## config.mk

```make
export PLATFORM = sky130hd
export DESIGN_NAME = clkctl_top
export DESIGN_NICKNAME = d
export VERILOG_FILES = /design/src/rtl/clkctl_pkg.sv /design/src/rtl/clkctl_src_seq.sv /design/src/rtl/clkctl_job.sv /design/src/rtl/clkctl_top.sv
export SDC_FILE = /design/constraint.sdc
export NUM_CORES = 1
export LEC_CHECK = 0
export ABC_AREA = 1
export BUFFER_PORTS_ARGS = -buffer_cell sky130_fd_sc_hd__buf_4
export CAP_MARGIN = 20
export CORE_AREA = 8 8 73 75
export CTS_CLUSTER_SIZE = 8
export DETAILED_ROUTE_END_ITERATION = 6
export DIE_AREA = 0 0 81 83
export HOLD_SLACK_MARGIN = 0.03
export PLACE_DENSITY = 0.8
export REMOVE_ABC_BUFFERS = 1
export SLEW_MARGIN = 20
export SYNTH_ARGS = -nofsm -noshare
export SYNTH_HDL_FRONTEND = slang
export SYNTH_SLANG_ARGS = --single-unit
```

## constraint.sdc

```tcl
create_clock -name clk -period 3.8 [get_ports clk]
set_clock_uncertainty 0.15 [all_clocks]
set_input_delay 0 -clock clk [delete_from_list [all_inputs] [get_ports clk]]
set_output_delay 0 -clock clk [all_outputs]
set_load 0.01 [all_outputs]
```

## src/rtl/clkctl_pkg.sv

```systemverilog
package clkctl_pkg;

    localparam int unsigned NSRC   = 3;
    localparam int unsigned NEVT   = 5;
    localparam int unsigned ADDR_W = 3;
    localparam int unsigned DATA_W = 32;

    localparam int unsigned SRC_XO  = 0;
    localparam int unsigned SRC_PLL = 1;
    localparam int unsigned SRC_LF  = 2;

    localparam int unsigned EV_XO    = 0;
    localparam int unsigned EV_PLL   = 1;
    localparam int unsigned EV_LF    = 2;
    localparam int unsigned EV_CAL   = 3;
    localparam int unsigned EV_TUNED = 4;

    localparam int unsigned STAT_SRC_LSB = 4;
    localparam int unsigned WARN_BIT     = 8;

    typedef enum logic [1:0] {
        ST_OFF      = 2'd0,
        ST_STARTING = 2'd1,
        ST_ON       = 2'd2,
        ST_STOPPING = 2'd3
    } src_state_e;

    typedef enum logic [ADDR_W-1:0] {
        A_EVT   = 3'd0,
        A_ENSET = 3'd1,
        A_ENCLR = 3'd2,
        A_PEND  = 3'd3,
        A_RUN   = 3'd4,
        A_STAT  = 3'd5,
        A_AUX   = 3'd6,
        A_STATE = 3'd7
    } reg_addr_e;

    function automatic logic can_start(src_state_e s);
        return (s == ST_OFF) || (s == ST_STOPPING);
    endfunction

    function automatic logic can_stop(src_state_e s);
        return (s == ST_ON) || (s == ST_STARTING);
    endfunction

endpackage

```

## src/rtl/clkctl_src_seq.sv

```systemverilog
module clkctl_src_seq import clkctl_pkg::*; #(
    parameter int unsigned DLY = 1
) (
    input  logic       clk,
    input  logic       rst,
    input  logic       start_i,
    input  logic       stop_i,
    output src_state_e state_o,
    output logic       run_o,
    output logic       stat_o,
    output logic       done_o
);
    localparam int unsigned CW = (DLY < 2) ? 1 : $clog2(DLY);
    localparam logic [CW-1:0] LOAD = CW'(DLY - 1);

    src_state_e    st_q;
    logic [CW-1:0] cnt_q;
    logic          run_q, stat_q;
    logic          start_ok, stop_ok;

    always_comb begin
        start_ok = start_i && can_start(st_q);
        stop_ok  = stop_i && can_stop(st_q);
        done_o   = (st_q == ST_STARTING) && (cnt_q == '0) && !stop_ok;
    end

    always_ff @(posedge clk) begin
        if (rst) begin
            st_q   <= ST_OFF;
            cnt_q  <= '0;
            run_q  <= 1'b0;
            stat_q <= 1'b0;
        end else if (start_ok) begin
            st_q  <= ST_STARTING;
            cnt_q <= LOAD;
            run_q <= 1'b1;
        end else if (stop_ok) begin
            // passes through stopping and lands in off on the same edge
            st_q   <= ST_OFF;
            run_q  <= 1'b0;
            stat_q <= 1'b0;
        end else if (done_o) begin
            st_q   <= ST_ON;
            stat_q <= 1'b1;
        end else if (st_q == ST_STARTING) begin
            cnt_q <= cnt_q - 1'b1;
        end
    end

    assign state_o = st_q;
    assign run_o   = run_q;
    assign stat_o  = stat_q;

    assert_start_ignored_R2: assert property (@(posedge clk) disable iff (rst)
        (st_q == ST_ON && !stop_i) |=> (st_q == ST_ON));
    assert_stop_immediate_R3: assert property (@(posedge clk) disable iff (rst)
        (stop_i && can_stop(st_q)) |=> (st_q == ST_OFF && !run_q && !stat_q));
    assert_run_tracks_R4: assert property (@(posedge clk) disable iff (rst)
        run_q == (st_q != ST_OFF));
    assert_done_settles_R5: assert property (@(posedge clk) disable iff (rst)
        done_o |=> (st_q == ST_ON && stat_q && run_q));
endmodule

```

## src/rtl/clkctl_job.sv

```systemverilog
module clkctl_job #(
    parameter int unsigned DLY = 1
) (
    input  logic clk,
    input  logic rst,
    input  logic go_i,
    output logic busy_o,
    output logic done_o
);
    localparam int unsigned CW = (DLY < 2) ? 1 : $clog2(DLY);
    localparam logic [CW-1:0] LOAD = CW'(DLY - 1);

    logic          busy_q;
    logic [CW-1:0] cnt_q;

    assign done_o = busy_q && (cnt_q == '0);
    assign busy_o = busy_q;

    always_ff @(posedge clk) begin
        if (rst) begin
            busy_q <= 1'b0;
            cnt_q  <= '0;
        end else if (go_i && !busy_q) begin
            busy_q <= 1'b1;
            cnt_q  <= LOAD;
        end else if (done_o) begin
            busy_q <= 1'b0;
        end else if (busy_q) begin
            cnt_q <= cnt_q - 1'b1;
        end
    end

    assert_job_finishes_R8: assert property (@(posedge clk) disable iff (rst)
        done_o |=> !busy_q);
    assert_job_holds_R8: assert property (@(posedge clk) disable iff (rst)
        (busy_q && !done_o) |=> busy_q);
endmodule

```

## src/rtl/clkctl_top.sv

```systemverilog
module clkctl_top import clkctl_pkg::*; #(
    parameter int unsigned XO_DLY   = 1,
    parameter int unsigned PLL_DLY  = 1,
    parameter int unsigned LF_DLY   = 1,
    parameter int unsigned CAL_DLY  = 1,
    parameter int unsigned TUNE_DLY = 1,
    parameter int unsigned SRC_W    = 2
) (
    input  logic              clk,
    input  logic              rst,
    input  logic [NSRC-1:0]   task_start,
    input  logic [NSRC-1:0]   task_stop,
    input  logic              task_cal,
    input  logic              task_tune,
    input  logic [SRC_W-1:0]  lf_src_sel,
    input  logic              wr_en,
    input  logic [ADDR_W-1:0] wr_addr,
    input  logic [NEVT-1:0]   wr_data,
    input  logic [ADDR_W-1:0] rd_addr,
    output logic [DATA_W-1:0] rd_data,
    output logic              irq
);
    localparam int unsigned SRC_DLY [NSRC] = '{XO_DLY, PLL_DLY, LF_DLY};

    src_state_e       st [NSRC];
    logic [NSRC-1:0]  run, stat, done;
    logic             cal_busy, cal_done, tune_busy, tune_done;
    logic             cal_go, lf_take;
    logic [NEVT-1:0]  evt_q, en_q, ev_set, pend;
    logic [SRC_W-1:0] copy_q, lfsrc_q;
    logic             warn_q;

    for (genvar g = 0; g < NSRC; g++) begin : g_src
        clkctl_src_seq #(.DLY(SRC_DLY[g])) u_seq (
            .clk     (clk),
            .rst     (rst),
            .start_i (task_start[g]),
            .stop_i  (task_stop[g]),
            .state_o (st[g]),
            .run_o   (run[g]),
            .stat_o  (stat[g]),
            .done_o  (done[g])
        );
    end

    clkctl_job #(.DLY(CAL_DLY)) u_cal (
        .clk(clk), .rst(rst), .go_i(task_cal), .busy_o(cal_busy), .done_o(cal_done)
    );
    clkctl_job #(.DLY(TUNE_DLY)) u_tune (
        .clk(clk), .rst(rst), .go_i(task_tune), .busy_o(tune_busy), .done_o(tune_done)
    );

    always_comb begin
        cal_go  = task_cal && !cal_busy;
        lf_take = task_start[SRC_LF] && can_start(st[SRC_LF]);
        ev_set            = '0;
        ev_set[EV_XO]     = done[SRC_XO];
        ev_set[EV_PLL]    = done[SRC_PLL];
        ev_set[EV_LF]     = done[SRC_LF];
        ev_set[EV_CAL]    = cal_done;
        ev_set[EV_TUNED]  = done[SRC_XO] | tune_done;
        pend              = evt_q & en_q;
    end

    always_ff @(posedge clk) begin
        if (rst) begin
            evt_q   <= '0;
            en_q    <= '0;
            copy_q  <= '0;
            lfsrc_q <= '0;
            warn_q  <= 1'b0;
        end else begin
            evt_q <= ((wr_en && wr_addr == A_EVT) ? (evt_q & wr_data) : evt_q) | ev_set;
            if (wr_en && wr_addr == A_ENSET) en_q <= en_q | wr_data;
            else if (wr_en && wr_addr == A_ENCLR) en_q <= en_q & ~wr_data;
            if (lf_take) copy_q <= lf_src_sel;
            if (done[SRC_LF]) lfsrc_q <= copy_q;
            if (cal_go && st[SRC_XO] != ST_ON) warn_q <= 1'b1;
        end
    end

    always_comb begin
        rd_data = '0;
        case (rd_addr)
            A_EVT:   rd_data[NEVT-1:0] = evt_q;
            A_ENSET: rd_data[NEVT-1:0] = en_q;
            A_ENCLR: rd_data[NEVT-1:0] = en_q;
            A_PEND:  rd_data[NEVT-1:0] = pend;
            A_RUN:   rd_data[NSRC-1:0] = run;
            A_STAT: begin
                rd_data[NSRC-1:0] = stat;
                rd_data[STAT_SRC_LSB +: SRC_W] = stat[SRC_LF] ? lfsrc_q : '0;
            end
            A_AUX: begin
                rd_data[SRC_W-1:0] = copy_q;
                rd_data[WARN_BIT]  = warn_q;
            end
            default: begin
                for (int i = 0; i < NSRC; i++) rd_data[2*i +: 2] = st[i];
            end
        endcase
    end

    assign irq = |pend;

    assert_xo_tuned_R6: assert property (@(posedge clk) disable iff (rst)
        done[SRC_XO] |=> (evt_q[EV_XO] && evt_q[EV_TUNED]));
    assert_copy_held_R7: assert property (@(posedge clk) disable iff (rst)
        !lf_take |=> $stable(copy_q));
    assert_warn_sticky_R10: assert property (@(posedge clk) disable iff (rst)
        warn_q |=> warn_q);
    assert_set_wins_R11: assert property (@(posedge clk) disable iff (rst)
        (|ev_set) |=> ((evt_q & $past(ev_set)) == $past(ev_set)));
    assert_irq_follows_R9: assert property (@(posedge clk) disable iff (rst)
        (done[SRC_XO] && en_q[EV_XO] && !(wr_en && (wr_addr == A_ENCLR))) |=> irq);
endmodule

```

==> flow_metrics.tcl <==
set metrics [dict create \
    outcome "complete, no violations" \
    postCtsSetupBuffers 0 \
    ys_ff_latch 34 \
    required_ns 3.88 \
    synth_most_common_cell "nand2_1" \
    area_growth_pct 30.4 \
    cts_buffers 5 \
    antenna_found_initial 0 \
    p_clk_frac 0.293 \
    ant_nets 0 \
    chipWidth_um 81 \
    syn_inst 270 \
    fmax_mhz 407 \
    wire_per_inst_um 11.9 \
    wl_um 4560 \
    syn_area_per_cell_sq_um 6.78 \
    root_buffer "clkbuf_8" \
    grt-ovfl-total 0 \
    drive_gt1_frac 0.120 \
    pwr-share-comb 0.238 \
    synth_top_area_frac 0.372 \
    p_switching_w 0.000276 \
    remaining_drc_errors 0 \
    start_util 0.436 \
    synth_common_cells "nand2_1, nor2_1, dfxtp_1" \
    grt_pass1_wl_um 7500 \
    arrival_ns 2.54 \
    dieArea_sq_mm 0.00672 \
    placeableCoreArea_sq_mm 0.00420 \
    syn_area_sq_mm 0.00183 \
    synthTopCellsByArea "dfxtp_1, nand2_1, buf_4" \
    cts_resized 0 \
    nNetsFinal 361 \
    first_pass_iters 4 \
    cts.clk_slew.worst_paths_ns 0.07 \
    dr.first_iter.drc_count 116 \
    track_usage 0.137 \
    hold_depth 6 \
    grt_max_degree 15 \
    synth_edf_count 0 \
    grt_pass1_vias 1691 \
    synth.largest_area_cell "dfxtp_1" \
    yosysWarningCount 0 \
    synth_cell_type_count 24 \
    finalCritPeriodShare 0.647 \
    slew_violations 0 \
    gp_congestion 0.872 \
    fin_crit_ns 2.46 \
    clockBufferDepth 2 \
    stdcell_area_sq_mm 0.00239 \
    pwr_density_cell_mw_per_mm2 378 \
    place_inst 349 \
    ir_worst_vdd_mv 0.229 \
    ys_seq_area_frac 0.372 \
    seq_power_share 0.469 \
    cts_tree "yes" \
    vias_per_cell 4.78 \
    post_dp_cell_area_sq_mm 0.00202 \
    setup_viol 0 \
    io_buffers 31 \
    io_pins 57 \
    grt_setup_unrepaired "no" \
    setup_tns_ns 0 \
    final_cells 384 \
    power_leakage_nw 1.15 \
    rows 24 \
    htreeDepth 2 \
    worstSetupPathType "input port to flop" \
    drv_cap 0 \
    worstPathMaxFanout 7 \
    startpoint_type "input port" \
    ys.flop_type "dfxtp_1" \
    cp-end-kind "flop" \
    rr_worst_depth 7 \
    synthArstFlopShare 0 \
    antenna_cells 0 \
    clk_latency_ns 0.29 \
    die_h_um 83 \
    vias 1836 \
    numClockSinks 34 \
    hold_violations 0 \
    p_int_w 0.000627 \
    p_sw_frac 0.306 \
    min_path_type "input port to flop" \
    hpwl_um 3400 \
]
routing by layer:
| layer | vias to the layer above | share of wire | wire (um) | GRT usage |
|---|---|---|---|---|
| met5 | - | 0 | 0 | 0 |
| met1 | 804 | 0.41 | 1880 | 0.163 |
| met4 | 0 | 0.018 | 80 | 0.0585 |
| li1 | 950 | - | - | - |
| met2 | 73 | 0.46 | 2120 | 0.227 |
| met3 | 9 | 0.11 | 479 | 0.0302 |
final cells by class:
type / instances / area, sq um
Fill cell: 418 / 1820
Clock buffer: 6 / 82.6
Tap cell: 52 / 65.1
Sequential cell: 34 / 681
Timing Repair Buffer: 60 / 523
Inverter: 31 / 116
Multi-Input combinational cell: 201 / 921
worst paths after layout:
check	startpoint	slack (ns)	to
max reg2reg	g_src[0].u_seq.state_o[0]	1.94	evt_q[0]
min reg2reg	u_tune.busy_o	0.29	u_tune.cnt_q
min	wr_en	0.07	flop
max	wr_addr[2]	1.34	flop
per-stage QoR:
stage	setup slack [ns]	total power (W)	hold slack (ns)	util
after floorplan	2.47	0.000552	-0.0959	-
after global placement	2.40	0.000615	0.0242	0.479
after detailed placement	2.34	0.000620	0.0235	0.479
after CTS	1.41	0.000905	0.0738	0.568
after global routing	1.22	0.000955	0.134	0.568
final	1.34	0.000904	0.0704	0.568
critical path, cell delays in order:
cell	delay, ns
dlygate4sd3_1	0.54
buf_4	0.14
nor2_4	0.17
nand2_1	0.07
nor2_1	0.17
dlygate4sd3_1	0.66
nand2_1	0.07
a21oi_1	0.15
dlygate4sd3_1	0.57
power groups by stage:
stage / logic (W) / clock network (W) / registers (W)
4_1_cts: 0.000213 / 0.000268 / 0.000423
3_3_place_gp: 0.000186 / 0 / 0.000430
2_1_floorplan: 0.000129 / 0 / 0.000423
5_1_grt: 0.000243 / 0.000283 / 0.000429
6_report: 0.000215 / 0.000265 / 0.000424
3_5_place_dp: 0.000189 / 0 / 0.000431
logic make-up (layout without fill, tap and decap cells):
| logic type | count (synthesis) | count (layout) | synth area share |
|---|---|---|---|
| fa+ha+maj | 4 | 4 | 0.0273 |
| buf+inv | 59 | 97 | 0.175 |
| compound gates | 41 | 41 | 0.122 |
| other cells | 1 | 25 | 0.00205 |
| simple gates | 131 | 131 | 0.302 |
| flops | 34 | 34 | 0.372 |
cell usage in the layout (no fill, tap or decap):
cell           synthesis  final
ha_1                   4      4
nor2_4                 1      1
nor2_1                40     40
nand3b_1               2      2
a221oi_1               2      2
nor2_2                 1      1
o21ai_0               14     14
conb_1                 1     25
o2111ai_1              1      1
nor3_1                 3      3
o22ai_1                1      1
nand2_1               62     62
dlygate4sd3_1          0     29
a21oi_1               20     20
inv_1                 30     30
buf_4                 26     31
nand4_1                9      9
clkbuf_8               0      6
nor4_1                 1      1
inv_2                  1      1
dfxtp_1               34     34
a211oi_1               2      2
a31oi_1                1      1
nand3_1               12     12
repair_timing:
action	in CTS	in global routing
setup endpoints to repair	0	0
hold endpoints to repair	32	0
hold buffers	29	0
Note: power is estimated with default switching activity, not from simulation.
